$ cat config.mk
export PLATFORM = sky130hd
export DESIGN_NAME = bus_halt_ctrl
export DESIGN_NICKNAME = d
export VERILOG_FILES = /design/src/rtl/bhc_pkg.sv /design/src/rtl/bhc_wait_timer.sv /design/src/rtl/bhc_port_select.sv /design/src/rtl/bus_halt_ctrl.sv
export SDC_FILE = /design/constraint.sdc
export NUM_CORES = 1
export LEC_CHECK = 0
export BUFFER_PORTS_ARGS = -buffer_cell sky130_fd_sc_hd__buf_2
export CORE_MARGIN = 2
export CORE_UTILIZATION = 57
export DETAILED_ROUTE_END_ITERATION = 12
export PLACE_DENSITY_LB_ADDON = 0.05
export SLEW_MARGIN = 10
export SYNTH_ARGS = -nofsm -noshare
export SYNTH_HDL_FRONTEND = slang
export SYNTH_SLANG_ARGS = --single-unit
$ cat constraint.sdc
create_clock -name clk -period 3 [get_ports clk]
set_input_delay 0.15 -clock clk [delete_from_list [all_inputs] [get_ports clk]]
set_output_delay 0.15 -clock clk [all_outputs]
set_load 0.01 [all_outputs]
$ cat src/rtl/bhc_pkg.sv
// Package for the bus halt controller: sequencer state encoding.
// Assumes nothing beyond being compiled before its users.
package bhc_pkg;
    typedef enum logic [2:0] {
        ST_IDLE  = 3'd0,
        ST_PROBE = 3'd1,
        ST_WAIT  = 3'd2,
        ST_CHECK = 3'd3,
        ST_DONE  = 3'd4
    } bhc_state_e;
endpackage

$ cat src/rtl/bhc_wait_timer.sv
// Tick-based wait timer. Counts tick pulses while run_i is high and flags
// the tick on which LIMIT ticks have elapsed. Clears whenever run_i is low,
// so each wait starts from zero. Assumes tick_i is a single-cycle pulse.
module bhc_wait_timer #(
    parameter int LIMIT = 100,
    localparam int CNT_W = $clog2(LIMIT + 1)
) (
    input  logic             clk,
    input  logic             rst_n,
    input  logic             run_i,
    input  logic             tick_i,
    output logic             expire_o,
    output logic [CNT_W-1:0] count_o
);
    logic [CNT_W-1:0] cnt_q;

    // Expiry is the LIMIT-th tick of the current wait.
    always_comb expire_o = run_i && tick_i && (cnt_q == CNT_W'(LIMIT - 1));

    // Advance on ticks, clear when idle or on expiry.
    always_ff @(posedge clk) begin
        if (!rst_n || !run_i || expire_o) begin
            cnt_q <= '0;
        end else if (tick_i) begin
            cnt_q <= cnt_q + 1'b1;
        end
    end

    assign count_o = cnt_q;
endmodule

$ cat src/rtl/bhc_port_select.sv
// Port selection: picks the acknowledge and idle bits of the active port
// and builds the one-hot request mask for it. Purely combinational.
// Assumes idx_i is below NUM_PORTS.
module bhc_port_select #(
    parameter int NUM_PORTS = 3,
    localparam int IDX_W = (NUM_PORTS > 1) ? $clog2(NUM_PORTS) : 1
) (
    input  logic [IDX_W-1:0]     idx_i,
    input  logic [NUM_PORTS-1:0] ack_i,
    input  logic [NUM_PORTS-1:0] idle_i,
    output logic                 sel_ack_o,
    output logic                 sel_idle_o,
    output logic [NUM_PORTS-1:0] mask_o
);
    logic [NUM_PORTS-1:0] hit;

    // One decode line per port.
    for (genvar p = 0; p < NUM_PORTS; p++) begin : g_dec
        assign hit[p] = (idx_i == IDX_W'(p));
    end

    // Gate the port signals with the decode and reduce.
    always_comb begin
        sel_ack_o  = |(hit & ack_i);
        sel_idle_o = |(hit & idle_i);
        mask_o     = hit;
    end
endmodule

$ cat src/rtl/bus_halt_ctrl.sv
// Multi-port bus halt controller. On start, visits each port in index
// order: an idle port is skipped; otherwise a halt request is held until an
// acknowledge is seen on a tick or TIMEOUT_TICKS ticks pass, idle is then
// re-checked (a busy port sets its fail flag) and the request is dropped.
// done_o is raised after the last port. Assumes start_i and tick_i are
// single-cycle pulses and that port inputs are synchronous to clk.
module bus_halt_ctrl #(
    parameter int NUM_PORTS     = 3,
    parameter int TIMEOUT_TICKS = 100
) (
    input  logic                 clk,
    input  logic                 rst_n,
    input  logic                 start_i,
    input  logic                 tick_i,
    input  logic [NUM_PORTS-1:0] halt_ack_i,
    input  logic [NUM_PORTS-1:0] bus_idle_i,
    output logic [NUM_PORTS-1:0] halt_req_o,
    output logic                 done_o,
    output logic [NUM_PORTS-1:0] fail_o
);
    import bhc_pkg::*;

    localparam int IDX_W = (NUM_PORTS > 1) ? $clog2(NUM_PORTS) : 1;
    localparam int CNT_W = $clog2(TIMEOUT_TICKS + 1);
    localparam logic [IDX_W-1:0] LAST_IDX = IDX_W'(NUM_PORTS - 1);

    bhc_state_e           state_q;
    logic [IDX_W-1:0]     port_idx_q;
    logic [NUM_PORTS-1:0] req_q;
    logic [NUM_PORTS-1:0] fail_q;
    logic                 sel_ack;
    logic                 sel_idle;
    logic [NUM_PORTS-1:0] port_mask;
    logic                 waiting;
    logic                 expire;
    logic [CNT_W-1:0]     wait_cnt;
    logic                 wait_over;
    logic                 start_ok;
    logic                 at_last;

    bhc_port_select #(.NUM_PORTS(NUM_PORTS)) sel_i (
        .idx_i      (port_idx_q),
        .ack_i      (halt_ack_i),
        .idle_i     (bus_idle_i),
        .sel_ack_o  (sel_ack),
        .sel_idle_o (sel_idle),
        .mask_o     (port_mask)
    );

    bhc_wait_timer #(.LIMIT(TIMEOUT_TICKS)) tmr_i (
        .clk      (clk),
        .rst_n    (rst_n),
        .run_i    (waiting),
        .tick_i   (tick_i),
        .expire_o (expire),
        .count_o  (wait_cnt)
    );

    // Wait ends on a tick that sees the acknowledge, or on timer expiry.
    always_comb begin
        waiting   = (state_q == ST_WAIT);
        wait_over = waiting && ((tick_i && sel_ack) || expire);
        start_ok  = start_i && (state_q == ST_IDLE || state_q == ST_DONE);
        at_last   = (port_idx_q == LAST_IDX);
    end

    // Sequencer: state, port index, requests and fail flags.
    always_ff @(posedge clk) begin
        if (!rst_n) begin
            state_q    <= ST_IDLE;
            port_idx_q <= '0;
            req_q      <= '0;
            fail_q     <= '0;
        end else begin
            case (state_q)
                ST_IDLE, ST_DONE: begin
                    if (start_ok) begin
                        state_q    <= ST_PROBE;
                        port_idx_q <= '0;
                        fail_q     <= '0;
                    end
                end
                ST_PROBE: begin
                    if (sel_idle) begin
                        if (at_last) begin
                            state_q <= ST_DONE;
                        end else begin
                            port_idx_q <= port_idx_q + 1'b1;
                        end
                    end else begin
                        req_q   <= port_mask;
                        state_q <= ST_WAIT;
                    end
                end
                ST_WAIT: begin
                    if (wait_over) begin
                        state_q <= ST_CHECK;
                    end
                end
                ST_CHECK: begin
                    if (!sel_idle) begin
                        fail_q <= fail_q | port_mask;
                    end
                    req_q <= '0;
                    if (at_last) begin
                        state_q <= ST_DONE;
                    end else begin
                        port_idx_q <= port_idx_q + 1'b1;
                        state_q    <= ST_PROBE;
                    end
                end
                default: state_q <= ST_IDLE;
            endcase
        end
    end

    assign halt_req_o = req_q;
    assign fail_o     = fail_q;
    assign done_o     = (state_q == ST_DONE);
endmodule

Word-level counts from Yosys, hierarchy flattened
Index checks and enable logic that the tools add are counted.
{ "classes": {"addsub": 2, "n_mul": 0, "div_mod_pow": 0, "order_cmp": 0, "eq_ne": 13, "shifts": 0, "n_mux": 15, "bitwise_logic": 3, "reduce_logical": 23} }
{ "ops": {"columns": ["operator", "n"], "rows": [
  ["3-bit two-way mux", 8],
  ["3-bit case mux with 2 select lines", 2],
  ["3-bit case mux with 4 select lines", 1],
  ["2-bit inequality test (second input constant)", 5],
  ["3-bit AND reduction", 3],
  ["7-bit by 1-bit adder with 7-bit output (second input constant)", 1],
  ["7-bit == test (second input constant)", 1],
  ["3-bit AND", 2],
  ["3-bit by 2-bit == test with 1-bit output (second input constant)", 2],
  ["2-bit two-way mux", 3],
  ["2-bit case mux with 3 select lines", 1],
  ["3-bit OR reduction", 2],
  ["1-bit logical AND", 5],
  ["1-bit logical OR", 4],
  ["2-bit nonzero test", 2],
  ["3-bit by 1-bit == test with 1-bit output (second input constant)", 1],
  ["3-bit == test (second input constant)", 1],
  ["3-bit logical NOT", 1],
  ["3-bit inequality test (second input constant)", 1],
  ["3-bit OR", 1],
  ["3-bit nonzero test", 1],
  ["2-bit by 1-bit adder with 2-bit output (second input constant)", 1],
  ["2-bit by 1-bit == test with 1-bit output (second input constant)", 1],
  ["2-bit == test (second input constant)", 1],
  ["other kinds (4)", 5]
]} }
{ "totals": {"register_bits": 18, "latch_bits": 0, "mem_bits_rw": 0, "romBits": 0, "input_bits": 10, "memories": 0} }

Logic depth before layout (Yosys ltp)
{ "logic_depth": {"depth_word": 8, "ltp_mapped": 7, "mapped_depth_nobuf": 6} }

Cells and area by module
A second synthesis with hierarchy kept.
{ "hier_totals": {"cells_unflattened": 103, "area_unflattened_um2": 900.9} }
{ "by_module_without_submodules": {"columns": ["module", "n_inst", "cells_each", "area_per_inst_um2", "seq_area_each_um2"], "rows": [
  ["bus_halt_ctrl", 1, 61, 533.0, 220.2],
  ["bhc_wait_timer", 1, 35, 311.5, 140.1],
  ["bhc_port_select", 1, 7, 56.3, 0.0]
]} }

Least setup slack after synthesis
No wires, ideal clock.
{ "synth_path": {"kind": "register -> register", "from": "reg port_idx_q[0]", "to": "reg port_idx_q[0]", "setup_ps": 115, "arrival_ps": 1655, "required_time_ps": 2885, "path_slack_ps": 1230, "path_stages_with_launch": 8, "n_path_buf": 1, "period_less_slack_ps": 1770, "cell_sequence": "dfxtp_1 -> inv_1 -> ha_1 -> buf_6 -> a222oi_1 -> a211oi_2 -> mux2i_1 -> and2_1"} }
{ "synth_via": {"elab_chain_cells": 5, "word_cells_on_any_way": 11, "cone_classes": "1 x add/sub; 3 x eq/ne; 3 x mux; 1 x bitwise; 3 x reduce/logical"} }
{ "synth_lines": {"columns": ["element", "line_no", "text"], "rows": [
  ["start, declared", "bus_halt_ctrl.sv:28", "logic [IDX_W-1:0] port_idx_q;"],
  ["start signal, assigned", "bus_halt_ctrl.sv:88", "port_idx_q <= port_idx_q + 1'b1;"],
  ["start signal, assigned", "bus_halt_ctrl.sv:108", "port_idx_q <= port_idx_q + 1'b1;"],
  ["2-bit by 1-bit == test with 1-bit output, or another cell as far along", "bhc_port_select.sv:19", "assign hit[p] = (idx_i == IDX_W'(p));"],
  ["3-bit AND", "bhc_port_select.sv:25", "sel_idle_o = |(hit & idle_i);"],
  ["3-bit OR reduction", "bhc_port_select.sv:25", null],
  ["2-bit inequality test (no source line)", null, null],
  ["3-bit AND reduction (no source line)", null, null]
]} }
Several ways; a longest one is shown, not always the timed one. The select of a mux whose other input is x is not followed.
A chain may end at the register's enable or synchronous reset.

Worst setup path in the final report
Ends and elaborated chain as after synthesis.

==> impl_metrics.env <==
export IMPL_grt_max_degree=12
export IMPL_required_ps=3200
export IMPL_holdPathStages=3
export IMPL_synth_warnings=0
export IMPL_fp_dieW_um=44.41
export IMPL_grt_pass1_wl_mm=3.105
export IMPL_cts_htree_levels=1
export IMPL_area_growth_pct=12.10
export IMPL_syn_inst=104
export IMPL_post_cts_setup_buffers=0
export IMPL_first_iter_violations=24
export IMPL_fin_crit_sh_pct=66.48
export IMPL_syn_nets=118
export IMPL_nets=135
export IMPL_synth_async_reset_ratio_pct=0
export IMPL_core_area_mm2=0.001524
export IMPL_synth_compound_area_share_pct=17.88
export IMPL_muxShareOfSynthArea_pct=2.151
export IMPL_reg2regPathDepth=6
export IMPL_initial_utilization_pct=61.08
export IMPL_layout_commonest_cell="dfxtp_1"
export IMPL_cp_start_kind="flip-flop"
export IMPL_antenna_found_initial=0
export IMPL_die_area_mm2=0.001972
export IMPL_yosysTopAreaCell="dfxtp_1"
export IMPL_vias_per_cell=5.772
export IMPL_fillers=130
export IMPL_skew_ps=7.488
export IMPL_dr_pass1_iters=4
export IMPL_drc_errors=0
export IMPL_wirelength_mm=1.810
export IMPL_crit_fanout=9
export IMPL_min_delay_start="tick_i"
export IMPL_hold_violations=0
export IMPL_cellPowerDensity_mw_per_mm2=548.3
export IMPL_fin_area_mm2=0.001044
export IMPL_p_leak_nw=0.4160
export IMPL_multi_input_area_um2=531.8
export IMPL_ctsLongestPathBuffers=2
export IMPL_ioPinCount=17
export IMPL_syn_cell_area_um2=930.9
export IMPL_postSynthAreaPerCell_um2=8.951
export IMPL_grt_overflow=0
export IMPL_max_freq_mhz=501.4
export IMPL_slew_headroom_pct=61.22
export IMPL_clkSinkCount=18
export IMPL_drive_above_1_share_pct=21.67
export IMPL_synth_top_family_by_area="simple AND/OR/NAND/NOR gates"
export IMPL_synth_area_top_cells="dfxtp_1 (39%), nor2_1 (6.0%), ha_1 (5.4%)"
export IMPL_ff2ff_setup_slack_ps=1010
export IMPL_seq_area_um2=360.3
export IMPL_cts_tree="built"
export IMPL_layout_min_cycle_time_ps=1994
export IMPL_clk_pin_slew_ps=100
export IMPL_peakVddDrop_uv=368.3
export IMPL_cts_hold_buf=0
export IMPL_synth_seq_cells=18
export IMPL_synth_ff_type="dfxtp_1"
export IMPL_vias=785
export IMPL_setup_viol=0
export IMPL_gp_congestion=0.8134
export IMPL_insertion_delay_ps=290
export IMPL_synth_simple_gate_area_share_pct=26.08
export IMPL_drv_cap=0
export IMPL_grt_use_total_pct=21.92
export IMPL_wire_per_inst_um=13.31
export IMPL_die_h_um=44.41
export IMPL_p_total_w=0.0005721
export IMPL_setup_tns_ps=0
export IMPL_yosysTopAreaCellShare_pct=38.71
export IMPL_worst_pin_slew_ps=581.8
export IMPL_place_hpwl_mm=1.354
export IMPL_r2r_start="port_idx_q[0]"
export IMPL_num_antenna_cells=0
export IMPL_grt_pass1_vias=722
export IMPL_synth_edf_count=0
export IMPL_finalMaxSlewViolations=0
export IMPL_ctsResizeCount=0
export IMPL_cts_root_buf="clkbuf_4"
export IMPL_cp_arrival_ps=2190
export IMPL_layout_common_cells="dfxtp_1 (18), buf_2 (16), nor2_1 (15)"
export IMPL_seq_area_frac_synth_pct=38.71
export IMPL_portBuffers=16
export IMPL_cts_made_buffers=3
export IMPL_layout_setup_ws_ps=1006
export IMPL_status="finished, final reports clean"
export IMPL_place_ws_ps=1014
export IMPL_hold_path_end="tmr_i.count_o[0]"
export IMPL_ant_nets=0
export IMPL_hp_class="in -> reg"
export IMPL_rr_endpoint="port_idx_q[0]"
export IMPL_postPlaceCellArea_mm2=0.001007
export IMPL_setup_worst_path_end_class="flip-flop"
export IMPL_row_count=14
export IMPL_ys_types=34
export IMPL_synth_xor_area_share_pct=5.645
export IMPL_rsz0062_at_grt="no"
export IMPL_synth_fa_ha_area_share_pct=5.376
export IMPL_critPathKind="reg -> reg"
## area by class of cell
cell class	count	share of cell area (%)
Timing Repair Buffer	16	7.674
Inverter	4	1.439
Sequential cell	18	34.53
Multi-Input combinational cell	78	50.96
Tap cell	16	1.918
Clock buffer	4	3.477
## synthesized netlist by cell type (3+ instances only)
| cell | instances |
|---|---|
| nor2_1 | 15 |
| inv_1 | 4 |
| a21oi_1 | 5 |
| dfxtp_1 | 18 |
| nor2b_1 | 4 |
| nand2_1 | 10 |
| xor2_1 | 3 |
| xnor2_1 | 3 |
| and2_1 | 3 |
| nand4_1 | 3 |
| ha_1 | 4 |
## cell families (layout without fill, tap and decap cells)
logic type	Yosys count	in the layout
xor gates and xnor gates	6	6
buffers and inverters	8	24
AOI/OAI and AO/OA	21	21
and+or+nand+nor	45	45
adders and majority gates	4	4
muxes	2	2
DFF	18	18
## flip-flops by register name (all words and copies together), names as in the netlist
name	count
halt_req_o	3
fail_o	3
port_idx_q	2
tmr_i.count_o	7
state_q	3
## worst max-delay path by stage
stage	startpoint	depth (start not counted)	end
final	port_idx_q[0]	6	port_idx_q[0]
after global routing	port_idx_q[0]	6	halt_req_o[1]
after CTS	port_idx_q[0]	6	port_idx_q[0]
after detailed placement	port_idx_q[0]	6	port_idx_q[0]
after global placement	port_idx_q[0]	6	port_idx_q[0]
after floorplan	port_idx_q[0]	7	port_idx_q[0]
## critical path, cell delays in order, from the launching register on
cell and delay (ps):
dfxtp_1 390, inv_1 80, ha_1 320, a222oi_1 600
a211oi_2 200, mux2i_1 140, and2_1 160
## report_power, final
group          switching, W  leakage (nW)  internal, W  total, W
Sequential        0.0000205         0.146     0.000255  0.000276
Clock             0.0000735        0.0210    0.0000739  0.000147
Combinational     0.0000822         0.249    0.0000667  0.000149
## routing by layer
metal | share of wire [%] | up-vias | global-route usage, % | wire (um)
li1 | - | 402 | - | -
met1 | 49 | 360 | 28.83 | 891
met2 | 46 | 21 | 32.65 | 828
met3 | 4.4 | 2 | 5.714 | 79
met4 | 0.55 | 0 | 12.12 | 10
met5 | 0 | - | 0 | 0
## through the flow
step | hold slack, ps | std cells | util (%)
finish | 200.4 | 136 | 68.47
global route | 189.3 | 136 | 68.47
CTS | 185.4 | 136 | 68.47
detailed placement | 453.5 | 132 | 66.09
global placement | 451.0 | 132 | 66.09
floorplan | 294.7 | 104 | -
(Power assumes the default switching activity.)
